===== config.mk =====
export PLATFORM = sky130hd
export DESIGN_NAME = frac_reload_timer
export DESIGN_NICKNAME = d
export VERILOG_FILES = /design/src/rtl/frt_pkg.sv /design/src/rtl/frt_down_counter.sv /design/src/rtl/frt_slot_sched.sv /design/src/rtl/frt_ctrl_fsm.sv /design/src/rtl/frac_reload_timer.sv
export SDC_FILE = /design/constraint.sdc
export NUM_CORES = 1
export LEC_CHECK = 0
export BUFFER_PORTS_ARGS = -buffer_cell sky130_fd_sc_hd__buf_2
export CAP_MARGIN = 20
export CELL_PAD_IN_SITES_DETAIL_PLACEMENT = 0
export CELL_PAD_IN_SITES_GLOBAL_PLACEMENT = 2
export CORE_UTILIZATION = 32
export DETAILED_ROUTE_END_ITERATION = 8
export PLACE_DENSITY = 0.92
export SLEW_MARGIN = 20
export SYNTH_ARGS = -nofsm -noshare
export SYNTH_HDL_FRONTEND = slang
export SYNTH_HIERARCHICAL = 1
export SYNTH_SLANG_ARGS = --single-unit

===== constraint.sdc =====
create_clock -name clk -period 5.8 [get_ports clk]
set_clock_uncertainty 0.15 [all_clocks]
set_input_delay 0.58 -clock clk [delete_from_list [all_inputs] [get_ports clk]]
set_output_delay 0.58 -clock clk [all_outputs]
set_load 0.02 [all_outputs]

===== src/rtl/frt_pkg.sv =====
package frt_pkg;

    // Control states of the timer
    typedef enum logic [1:0] {
        ST_IDLE    = 2'd0,
        ST_COUNT   = 2'd1,
        ST_STRETCH = 2'd2
    } frt_state_e;

endpackage


===== src/rtl/frt_down_counter.sv =====
module frt_down_counter #(
    parameter int CNT_W = 8
) (
    input  logic             clk,
    input  logic             rst_n,
    input  logic             load,
    input  logic             dec,
    input  logic [CNT_W-1:0] reload_val,
    output logic [CNT_W-1:0] count,
    output logic             zero
);

    logic [CNT_W-1:0] cnt_q;

    always_ff @(posedge clk or negedge rst_n) begin
        if (!rst_n) begin
            cnt_q <= '0;
        end else if (load) begin
            cnt_q <= reload_val;
        end else if (dec) begin
            cnt_q <= cnt_q - 1'b1;
        end
    end

    assign count = cnt_q;
    assign zero  = (cnt_q == '0);

endmodule


===== src/rtl/frt_slot_sched.sv =====
module frt_slot_sched #(
    parameter int FINE_W = 4
) (
    input  logic              clk,
    input  logic              rst_n,
    input  logic              clear,
    input  logic              advance,
    input  logic [FINE_W-1:0] fine,
    output logic              stretch_due
);

    logic [FINE_W-1:0] slot_q;
    logic [FINE_W-1:0] slot_rev;

    always_ff @(posedge clk or negedge rst_n) begin
        if (!rst_n) begin
            slot_q <= '0;
        end else if (clear) begin
            slot_q <= '0;
        end else if (advance) begin
            slot_q <= slot_q + 1'b1;
        end
    end

    // Bit reversal spreads the stretched slots evenly over the group
    for (genvar gi = 0; gi < FINE_W; gi++) begin : g_rev
        assign slot_rev[gi] = slot_q[FINE_W-1-gi];
    end

    assign stretch_due = (slot_rev < fine);

endmodule


===== src/rtl/frt_ctrl_fsm.sv =====
module frt_ctrl_fsm
    import frt_pkg::*;
(
    input  logic clk,
    input  logic rst_n,
    input  logic tick_en,
    input  logic run_set,
    input  logic run_clr,
    input  logic preset,
    input  logic oneshot,
    input  logic cnt_zero,
    input  logic stretch_due,
    output logic running,
    output logic dec,
    output logic underflow
);

    frt_state_e state_q, state_d;

    always_ff @(posedge clk or negedge rst_n) begin
        if (!rst_n) begin
            state_q <= ST_IDLE;
        end else begin
            state_q <= state_d;
        end
    end

    always_comb begin
        state_d   = state_q;
        dec       = 1'b0;
        underflow = 1'b0;
        unique case (state_q)
            ST_IDLE: begin
                if (run_set && !run_clr) begin
                    state_d = ST_COUNT;               // START
                end
            end
            ST_COUNT: begin
                if (run_clr) begin
                    state_d = ST_IDLE;                // HALT
                end else if (preset) begin
                    state_d = ST_COUNT;
                end else if (tick_en) begin
                    if (!cnt_zero) begin
                        dec = 1'b1;
                    end else if (stretch_due) begin
                        state_d = ST_STRETCH;         // HOLD
                    end else begin
                        underflow = 1'b1;
                        state_d   = oneshot ? ST_IDLE : ST_COUNT;  // SHOT_END / WRAP
                    end
                end
            end
            ST_STRETCH: begin
                if (run_clr) begin
                    state_d = ST_IDLE;                // HALT
                end else if (preset) begin
                    state_d = ST_COUNT;               // PRESET_ABORT
                end else if (tick_en) begin
                    underflow = 1'b1;
                    state_d   = oneshot ? ST_IDLE : ST_COUNT;      // SHOT_END / WRAP
                end
            end
            default: state_d = ST_IDLE;
        endcase
    end

    assign running = (state_q != ST_IDLE);

endmodule


===== src/rtl/frac_reload_timer.sv =====
module frac_reload_timer #(
    parameter int CNT_W  = 8,
    parameter int FINE_W = 4
) (
    input  logic              clk,
    input  logic              rst_n,
    input  logic              tick_en,
    input  logic              preset,
    input  logic              run_set,
    input  logic              run_clr,
    input  logic              oneshot,
    input  logic [CNT_W-1:0]  reload_val,
    input  logic [FINE_W-1:0] fine,
    output logic              uf_out,
    output logic              irq,
    output logic [CNT_W-1:0]  count,
    output logic              running
);

    logic cnt_zero;
    logic stretch_due;
    logic dec;
    logic underflow;
    logic pulse_q;

    frt_ctrl_fsm u_fsm (
        .clk         (clk),
        .rst_n       (rst_n),
        .tick_en     (tick_en),
        .run_set     (run_set),
        .run_clr     (run_clr),
        .preset      (preset),
        .oneshot     (oneshot),
        .cnt_zero    (cnt_zero),
        .stretch_due (stretch_due),
        .running     (running),
        .dec         (dec),
        .underflow   (underflow)
    );

    frt_down_counter #(.CNT_W(CNT_W)) u_cnt (
        .clk        (clk),
        .rst_n      (rst_n),
        .load       (preset | underflow),
        .dec        (dec),
        .reload_val (reload_val),
        .count      (count),
        .zero       (cnt_zero)
    );

    frt_slot_sched #(.FINE_W(FINE_W)) u_slot (
        .clk         (clk),
        .rst_n       (rst_n),
        .clear       (preset),
        .advance     (underflow),
        .fine        (fine),
        .stretch_due (stretch_due)
    );

    always_ff @(posedge clk or negedge rst_n) begin
        if (!rst_n) begin
            pulse_q <= 1'b0;
        end else begin
            pulse_q <= underflow;
        end
    end

    assign uf_out = pulse_q;
    assign irq    = pulse_q;

endmodule


# Word level (Yosys, flattened, before mapping)
# Cells that the tools add are included.
# totals
register_bits	15
output_inout_bits	11
elab_cells	51
# op_classes
add_sub_neg	2
n_lt_le_gt_ge	1
eq_ne	6
n_mux	29
bitwise	1
reduce_logical	8
# ops
op	count
$mux W2	9
$mux W8	2
$mux W1	14
$logic_not A8 Y1	1
$mux W4	2
$ne A4 B4 Y1 const B	2
$sub A8 B1 Y8 const B	1
$pmux W2 S3	1
$reduce_bool A2 Y1	3
$add A4 B1 Y4 const B	1
$lt A4 B4 Y1	1
$ne A4 B3 Y1 const B	1
$reduce_and A4 Y1	1
$eq A2 B1 Y1 const B	1
$eq A2 B2 Y1 const B	1
$logic_not A2 Y1	1
$ne A2 B1 Y1 const B	1
$pmux W1 S2	1
$logic_and A1 B1 Y1	1
$logic_not A1 Y1	1
$or A1 B1 Y1	1

# Logic depth before layout (Yosys ltp)
# Gate-level depths: netlist of run 1.
# depth
word_depth	9
mapped_depth	10

# Modules after synthesis
# The synthesis of run 1 kept the hierarchy.
# modules_own_cells
module	instances	cells_per_inst	area_per_inst_um2	seq_area_each_um2
frt_down_counter	1	50	474.2	200.2
frt_slot_sched	1	26	259.0	100.1
frt_ctrl_fsm	1	28	236.5	50.0
frac_reload_timer	1	3	38.8	25.0

# Worst setup path after synthesis of run 1
# OpenSTA, ideal clock, no wires.
# synth_path
path_kind	input -> register
start	input fine[1]
end	register u_cnt.cnt_q[7] (netlist: u_cnt/count[7])
setup_time_ns	0.069
arrival_ns	2.587
t_required_ns	5.581
path_slack_ns	2.994
path_stages	9
n_path_buf	0
path_cell_list	inv_1 -> ha_1 -> a2111oi_2 -> or3_1 -> nor2_1 -> o2111a_1 -> or2_1 -> or4_1 -> nand3_1
# synth_between
elab_chain_cells	9
elab_cells_between_ends	10
classes_between	order compare (1); mux (7); bitwise (1); reduce/logical (1)
# synth_lines
element	line_no	source
from (decl)	frac_reload_timer.sv:13	input logic [FINE_W-1:0] fine,
$lt A4 B4 Y1 (*)	frt_slot_sched.sv:30	assign stretch_due = (slot_rev < fine);
net stretch_due	frac_reload_timer.sv:21	logic stretch_due;
$mux W1 (*)	frt_ctrl_fsm.sv:46	end else if (stretch_due) begin
$mux W1 (*)	frt_ctrl_fsm.sv:44	if (!cnt_zero) begin
$mux W1 (*)	frt_ctrl_fsm.sv:43	end else if (tick_en) begin
$mux W1 (*)	frt_ctrl_fsm.sv:41	end else if (preset) begin
$mux W1 (*)	frt_ctrl_fsm.sv:39	if (run_clr) begin
$pmux W1 S2 (*)	frt_ctrl_fsm.sv:32	unique case (state_q)
net underflow	frac_reload_timer.sv:23	logic underflow;
$or A1 B1 Y1 (*)	frac_reload_timer.sv:44	.load (preset | underflow),
$mux W8 or $reduce_bool A2 Y1 (tied branches)	-	
to (signal assigned)	frt_down_counter.sv:19	cnt_q <= reload_val;
to (signal assigned)	frt_down_counter.sv:21	cnt_q <= cnt_q - 1'b1;
to (decl)	frt_down_counter.sv:13	logic [CNT_W-1:0] cnt_q;
# The timed path passes the listed nets; every way through them passes the cells marked *.
# A chain may end at the register's enable or synchronous reset.

# Worst setup path in the final report of run 1
# layout_path
start	register u_cnt.cnt_q[3] (netlist: u_cnt/count[3])
end	register u_cnt.cnt_q[7] (netlist: u_cnt/count[7])
# layout_between
elab_chain_cells	8
elab_cells_between_ends	16
classes_between	add/sub (1); mux (12); bitwise (1); reduce/logical (2)
# layout_lines
element	line_no	source
$logic_not A8 Y1 (*)	frt_down_counter.sv:26	assign zero = (cnt_q == '0);
net cnt_zero	frac_reload_timer.sv:20	logic cnt_zero;
$mux W1 (*)	frt_ctrl_fsm.sv:44	
$mux W1 (*)	frt_ctrl_fsm.sv:43	
$mux W1 (*)	frt_ctrl_fsm.sv:41	
$mux W1 (*)	frt_ctrl_fsm.sv:39	
$pmux W1 S2 (*)	frt_ctrl_fsm.sv:32	
net underflow	frac_reload_timer.sv:23	
$or A1 B1 Y1 (*)	frac_reload_timer.sv:44	
$mux W8 or $reduce_bool A2 Y1 (tied branches)	-	
# The timed path passes the listed nets; every way through them passes the cells marked *. The select of a mux whose other input is x is not followed.

==> results of run 1 <==
==> critical path, delay by kind of cell, from the launching register on <==
family | cells | cell delay (ns)
AND/OR/NAND/NOR | 7 | 2.04
AO/OA/AOI/OAI | 1 | 0.30
flip-flops | 1 | 0.45
==> per-stage QoR <==
stage / instance area, µm² / setup WS, ns / power, mW
after floorplan: 1010 / 2.99 / 0.210
after global placement: 1190 / 2.69 / 0.245
after detailed placement: 1190 / 2.63 / 0.251
after CTS: 1220 / 2.75 / 0.311
after global routing: 1220 / 2.36 / 0.332
final: 1220 / 2.76 / 0.305
==> cells in the mapped netlist (all sizes together), types with 2 or more instances <==
library cell   n
dfrtp         15
nand2         12
ha            10
nor2           9
o21ai          9
inv            8
nand2b         4
nor2b          4
xor2           4
or4            3
xnor2          3
buf            2
nand3          2
o31a           2
or3            2
==> area by class of cell <==
type	instances	area share [%]
tap	44	4.51
inverter	8	2.46
sequential	15	30.8
timing repair buffer	29	11.9
multi-input combinational	82	48.2
clock buffer	4	2.15
==> kinds of logic (layout without fill, tap and decap cells) <==
logic type / Yosys count / count (layout)
and+or+nand+nor: 47 / 47
muxes: 1 / 1
adders and majority gates: 10 / 10
xor gates and xnor gates: 7 / 7
AOI/OAI and AO/OA: 17 / 17
buffers and inverters: 10 / 41
DFF: 15 / 15
==> flip-flops by register name, indices dropped and copies added (netlist names) <==
register,flops
irq,1
u_cnt/count,8
u_slot/slot_q,4
u_fsm/state_q,2
==> routing by layer <==
metal	wire, µm	part of all wire [%]	track usage [%]	up-vias
li1	-	-	-	435
met1	970	46	18.1	400
met2	1020	48	23.5	32
met3	121	5.7	2.68	2
met4	16	0.75	6.12	0
met5	0	0	0	-
==> worst max-delay path by stage <==
stage	end	cells after the start
5_1_grt	u_cnt/count[6]$_DFFE_PN0P_	9
3_3_place_gp	u_cnt/count[7]$_DFFE_PN0P_	10
6_report	u_cnt/count[7]$_DFFE_PN0P_	8
2_1_floorplan	u_cnt/count[7]$_DFFE_PN0P_	9
3_5_place_dp	u_cnt/count[7]$_DFFE_PN0P_	10
4_1_cts	u_cnt/count[7]$_DFFE_PN0P_	9
==> report_power, final <==
part / internal (mW) / switching (mW) / leakage [nW]
clock: 0.0266 / 0.0311 / 0.0150
combinational: 0.0486 / 0.0681 / 0.386
sequential: 0.117 / 0.0131 / 0.192
==> results.txt, run 1 <==
----------------------------------------------------
[Timing]
  Fmax achieved ... 329 MHz
  Crit share post-route ... a little over half
  Fin. max-slew vios ... 0
  Relative max-transition margin ... between 60% and 70%
  Setup repair after global routing missed its margin ... no
  Number of setup violations in the final report ... 0
  Worst Hold Slack ... between 0.04 and 0.05 ns
  Final hold violations ... 0
  Least-Margin Pin Slew ... ~0.54 ns
  Final TNS setup ... 0 ns
  Post-route minimum period ... 3.04 ns

[Setup path]
  Critical R2R Launch ... u_cnt/count[3]$_DFFE_PN0P_
  Startpoint of the most critical setup path ... u_cnt/count[3]$_DFFE_PN0P_
  Logic depth of the worst register-to-register path ... 8
  Maximum net fanout on the critical path ... 18
  Most common cell type on the critical path ... or4_1
  Worst reg2reg setup slack ... ~2.8 ns
  Data arrival time at the worst-slack endpoint ... 3.05 ns
  Nature of the critical path endpoint ... flop
  Data required, critical path ... 5.81 ns
  Nature of the critical path startpoint ... flop
  Chain of cells forming the critical path ... or4_1 > nor4b_1 > nand2_1 > nor2_1 > o2111a_1 > or2_1 > or4_1 > nand3_1
  Slowest cell on crit path ... or4_1
  Endpoint of the worst register-to-register path ... u_cnt/count[7]$_DFFE_PN0P_
  Largest stage delay on the critical path ... 0.58 ns
  Critical path type ... reg -> reg

[Finish]
  Filler cell count ... 309
  Fraction of final layout cells with drive strength greater than 1 ... 26.8%
  Post-Route Utilization ... between 40% and 50%
  Sequential standard cell area ... 375 µm²
  Footprint of the multi-input gates ... 588 µm²
  Antenna cell count ... 0
  Final-stage net count ... between 150 and 200
  Final non-filler cell total ... ~180
  Commonest cells after routing, fill and taps aside ... buf_2 (29), dfrtp_1 (15), nand2_1 (12)
  Leading cell type in the layout, fill and taps excluded ... buf_2
  Area delta synth->final ... 21.0%

[Global routing]
  Wire length of the first global-routing pass ... 3680 µm
  Initial antenna violation count ... 0
  Number of global-route vias before repair ... 860
  Overall routing resource usage ... 14.2%
  Remaining global-route overflow ... 0
  Pin count of the biggest net entering global routing ... 19

[Yosys]
  Adder-cell area share of the yosys netlist ... between 10% and 20%
  Portion of netlist area occupied by mux cells ... 0.993%
  Top cells by area in the synthesized netlist ... dfrtp_1 (37%), ha_1 (12%), o21ai_0 (4.5%), nand2_1 (4.5%), xor2_1 (3.5%)
  Synth area leader ... dfrtp_1
  Dominant register cell in the synthesized netlist ... dfrtp_1
  Proportion of register bits with asynchronous set or reset after synthesis ... 100%
  Share of the synthesized area in compound gates (AO/OA/AOI/OAI) ... 11.7%
  Syn Std Cell Area ... 1010 µm²
  Synthesized area per cell ... 9.42 µm²
  Synth Register Bits ... 15
  Proportion of synthesized chip area in sequential cells ... 37.2%
  Post-synthesis simple-gate area fraction ... 27.2%
  Count of cell types in the netlist ... 35
  EDFF count, synth ... 0
  Count of warnings emitted by yosys ... 6
  XOR/XNOR Fraction of Synth Area ... 6.08%
  Syn Inst Count ... between 100 and 150
  Fraction of synthesized cell area taken by the top area cell type ... a little under two fifths
  Largest family of logic cells by synthesized area ... simple AND/OR/NAND/NOR gates
  Post-synth net total ... 136

[Floorplanning]
  Row Count ... 20
  Die H ... 58.1 µm
  Top-level port count ... 30
  Placeable Area ... 3030 µm²
  Die area ... between 3000 and 4000 µm²
  Chip width ... 58.1 µm
  Starting density of the core ... 33.3%

[CTS]
  Root Driver ... clkbuf_4
  Post-cts resize count ... 0
  Post-CTS setup buffer count ... 0
  Clock Latency Late Sink ... 0.27 ns
  Clock H-tree levels ... 1
  Inserted Clock Buffers ... 3
  Reg clk slew, reported paths ... 0.09 ns
  TritonCTS clock tree ... built
  Deepest clock path buffer count ... 2
  # clock sinks ... 15
  Hold buffers post-CTS ... 0

[Run]
  Count of maximum capacitance violations ... 0

[Detailed routing]
  DRC marker count from the first detailed-route iteration ... 22
  Vias after detailed routing ... 869
  DRT Pass-1 Iters ... 4
  Count of unresolved DRC violations after routing ... 0
  Number of nets still failing antenna checks after routing ... 0
  Detailed Route WL ... 2130 µm
  Routed wire length per instance ... 11.7 µm
  Per-cell via count in the routed design ... 4.77

[Run status]
  Status ... finished, final reports clean

[Place]
  I/O Buffers ... 29
  Routability-driven placement congestion ratio ... 0.733
  Post-detail-place hpwl ... 1670 µm
  Placed cell count ... 178

[Pwr]
  Static Leak ... around 0.59 nW
  PD cells ... 250 nW/µm²
  VDD IR max ... 112 µV

[Min path]
  HP Class ... in -> async

----------------------------------------------------
No activity file was read; power rests on OpenSTA's default activity.
==> run 2, diff against run 1 <==
--- a/config.mk
+++ b/config.mk
@@ -5,13 +5,14 @@
 export SDC_FILE = /design/constraint.sdc
 export NUM_CORES = 1
 export LEC_CHECK = 0
+export ABC_AREA = 1
 export BUFFER_PORTS_ARGS = -buffer_cell sky130_fd_sc_hd__buf_2
 export CAP_MARGIN = 20
 export CELL_PAD_IN_SITES_DETAIL_PLACEMENT = 0
 export CELL_PAD_IN_SITES_GLOBAL_PLACEMENT = 2
-export CORE_UTILIZATION = 32
+export CORE_UTILIZATION = 25
 export DETAILED_ROUTE_END_ITERATION = 8
-export PLACE_DENSITY = 0.92
+export PLACE_DENSITY = 0.83
 export SLEW_MARGIN = 20
 export SYNTH_ARGS = -nofsm -noshare
 export SYNTH_HDL_FRONTEND = slang
==> constraint.sdc (replaced) <==
create_clock -name clk -period 2.5 [get_ports clk]
set_clock_uncertainty 0.15 [all_clocks]
set_input_delay 0.25 -clock clk [delete_from_list [all_inputs] [get_ports clk]]
set_output_delay 0.25 -clock clk [all_outputs]
set_load 0.02 [all_outputs]
==> run 2 against run 1 <==
Compared with the run above: clock power rose to 3.4 times the previous value; utilization fell by 6.1 points; worst setup slack got worse by 2.5 ns; sequential power rose by 150%; worst hold slack improved by 0.020 ns; combinational power rose to 3.4 times the previous value; synthesized area rose by 11%; non-clock buffer count rose by 5; global-route usage fell by 1.5 points; maximum frequency rose by 34%; first-iteration DRC count rose by 110%; synthesized cell count rose by 46%; critical endpoint is now u_cnt/count[3]$_DFFE_PN0P_; largest cell class unchanged; highest routed layer unchanged.
==> results.txt, run 2 <==
----------------------------------------------------
[Run status]
  Status ... finished, final reports clean

[Yosys]
  Dominant register cell in the synthesized netlist ... dfrtp_1
  Fraction of synthesized cell area taken by the top area cell type ... approximately a third
  Top cells by area in the synthesized netlist ... dfrtp_1 (34%), nand2_1 (12%), ha_1 (11%), inv_1 (8.1%), nand3_1 (7.6%)
  Count of warnings emitted by yosys ... 6
  Syn Std Cell Area ... 1110 µm²
  Count of cell types in the netlist ... 23
  Synth area leader ... dfrtp_1
  Proportion of register bits with asynchronous set or reset after synthesis ... between 90% and 100%
  EDFF count, synth ... 0
  Synthesized area per cell ... between 7 and 8 µm²
  Most instantiated cells after synthesis ... nand2_1 (37), inv_1 (24), nand3_1 (17), dfrtp_1 (15), nor2_1 (14)
  Syn Inst Count ... 156
  Post-synth net total ... 185
  Proportion of synthesized chip area in sequential cells ... 33.7%
  Synth Register Bits ... 15
  Top-count cell post-synth ... nand2_1

[Global routing]
  Wire length of the first global-routing pass ... 4420 µm
  Overall routing resource usage ... 12.7%
  Met2 routing resource usage after global routing ... 18.9%
  Initial antenna violation count ... 0
  Number of global-route vias before repair ... a little under 1000
  Met1 usage in global routing ... 18.3%
  GRT busiest layer ... met2
  Met3 usage ... around 2%
  Remaining global-route overflow ... 0
  Pin count of the biggest net entering global routing ... 16

[Pwr]
  Static Leak ... 0.782 nW
  VDD IR max ... 211 µV
  Total Power ... 0.915 mW
  PD cells ... 647 nW/µm²

[CTS]
  Reg clk slew, reported paths ... ~0.070 ns
  Clock H-tree levels ... 1
  Deepest clock path buffer count ... 2
  Inserted Clock Buffers ... 3
  Root Driver ... clkbuf_8
  TritonCTS clock tree ... built
  # clock sinks ... 15
  Clock Latency Late Sink ... 0.25 ns

[Place]
  Pre-CTS setup slack ... 0.137 ns
  Post-detail-place hpwl ... around 2000 µm
  I/O Buffers ... 29
  Area after DPL ... 1350 µm²
  Placed cell count ... 236
  Routability-driven placement congestion ratio ... 0.806

[Setup path]
  Worst reg2reg setup slack ... 0.23 ns
  Nature of the critical path endpoint ... flop
  Data arrival time at the worst-slack endpoint ... 2.31 ns
  Nature of the critical path startpoint ... flop
  Logic depth of the worst register-to-register path ... 14
  Startpoint of the most critical setup path ... u_slot/slot_q[0]$_DFFE_PN0P_
  Endpoint of the worst setup timing path ... u_cnt/count[3]$_DFFE_PN0P_
  Data required, critical path ... 2.54 ns
  Critical R2R Launch ... u_slot/slot_q[0]$_DFFE_PN0P_
  Critical path type ... reg -> reg
  Maximum net fanout on the critical path ... 11
  Endpoint of the worst register-to-register path ... u_cnt/count[3]$_DFFE_PN0P_

[Timing]
  Setup repair after global routing missed its margin ... no
  Final hold violations ... 0
  Post-route minimum period ... between 2 and 2.5 ns
  Worst Hold Slack ... 0.0635 ns
  Least-Margin Pin Slew ... 0.462 ns
  Relative max-transition margin ... 69.1%
  Final TNS setup ... 0 ns
  Fin worst setup slack ... between 0.2 and 0.25 ns
  Crit share post-route ... 90.9%
  Fmax achieved ... 440 MHz
  Number of setup violations in the final report ... 0
  Fin. max-slew vios ... 0

[Finish]
  Antenna cell count ... 0
  Final-stage net count ... 222
  Final non-filler cell total ... about 240
  Commonest cells after routing, fill and taps aside ... nand2_1 (37), buf_2 (29), inv_1 (24)
  Area delta synth->final ... 26.9%
  Post-Route Utilization ... 34.1%
  Summed area of non-filler cells in the final layout ... 1420 µm²
  Max FFs per register ... 8
  Fraction of final layout cells with drive strength greater than 1 ... around 28%
  Leading cell type in the layout, fill and taps excluded ... nand2_1

[Min path]
  HP Start ... reload_val[1]
  HP Class ... in -> reg

[Detailed routing]
  Per-cell via count in the routed design ... 4.36
  DRT Pass-1 Iters ... 4
  Detailed Route WL ... between 2000 and 3000 µm
  Vias after detailed routing ... approximately 1100
  Count of unresolved DRC violations after routing ... 0
  Number of nets still failing antenna checks after routing ... 0
  Routed wire length per instance ... 10.5 µm
  DRC marker count from the first detailed-route iteration ... 46

[Floorplanning]
  Starting density of the core ... 26.9%
  Placeable Area ... 4140 µm²
  Die H ... 68.8 µm
  Top-level port count ... 30
  Row Count ... 23
  Chip width ... 68.8 µm
  Die area ... around 4700 µm²

[Run]
  Count of maximum capacitance violations ... 0

----------------------------------------------------
run 2: cell count changes in the layout (fill, tap and decap cells not counted), sizes merged, moves of 5 or more:
cell / previous run / this run
a21oi: 1 / 6
nand3: 2 / 17
nand2: 12 / 38
inv: 8 / 31
nor2: 9 / 20
run 2: cells by family (layout without fill, tap and decap cells):
kind of cell             count (synthesis)  after routing  share of synthesized area (%)
AND/OR/NAND/NOR                         78             78                           31.9
AO/OA/AOI/OAI                           19             19                           10.7
XOR/XNOR                                 1              1                          0.786
adder cells (fa/ha/maj)                 10             10                           11.2
flip-flops                              15             15                           33.7
buffers and inverters                   33             69                           11.8
run 2: critical path, cell delays in order, from the launching register on:
cell	delay [ns]
dfrtp_1	0.42
ha_1	0.31
a21oi_1	0.14
a21boi_2	0.18
nor2_1	0.06
a21oi_1	0.16
nor3b_2	0.07
inv_1	0.05
nand2_1	0.07
buf_12	0.15
nor2_4	0.15
inv_2	0.08
a21oi_2	0.09
o21ai_1	0.07
nand2_1	0.05
run 2: worst min path at each step:
| stage | cells after the start | to |
|---|---|---|
| 2_1_floorplan | 0 | irq$_DFF_PN0_ |
| 5_1_grt | 3 | u_cnt/count[1]$_DFFE_PN0P_ |
| 3_5_place_dp | 1 | u_cnt/count[6]$_DFFE_PN0P_ |
| 4_1_cts | 3 | u_cnt/count[1]$_DFFE_PN0P_ |
| 3_3_place_gp | 1 | u_cnt/count[6]$_DFFE_PN0P_ |
| 6_report | 3 | u_cnt/count[1]$_DFFE_PN0P_ |
run 2: layer usage:
metal	wire length, µm	part of all wire (%)
met2	1060	42
met4	38	1.5
met1	1310	52
met5	0	0
met3	132	5.2
run 2: final cells by class:
class                   instances  area, µm²
clock buffers                   3       41.3
inverters                      31        116
repair buffers                 34        198
flip-flops and latches         15        375
clock inverters                 1       5.00
multi-input cells             108        617
well taps                      50       62.6
fillers                       471       2730
run 2: power breakdown:
group          internal, mW  total (mW)  switching [mW]
Combinational         0.157       0.394           0.238
Sequential            0.281       0.322          0.0414
Clock                 0.110       0.199          0.0883
Total                 0.548       0.915           0.367
run 2: timing repair:
item                                    in CTS  in global routing
hold buffers                                 1                  0
resized for setup                            0                  1
endpoints found under the hold margin       15                  0
setup buffers                                0                  1
endpoints found under the setup margin       0                  8
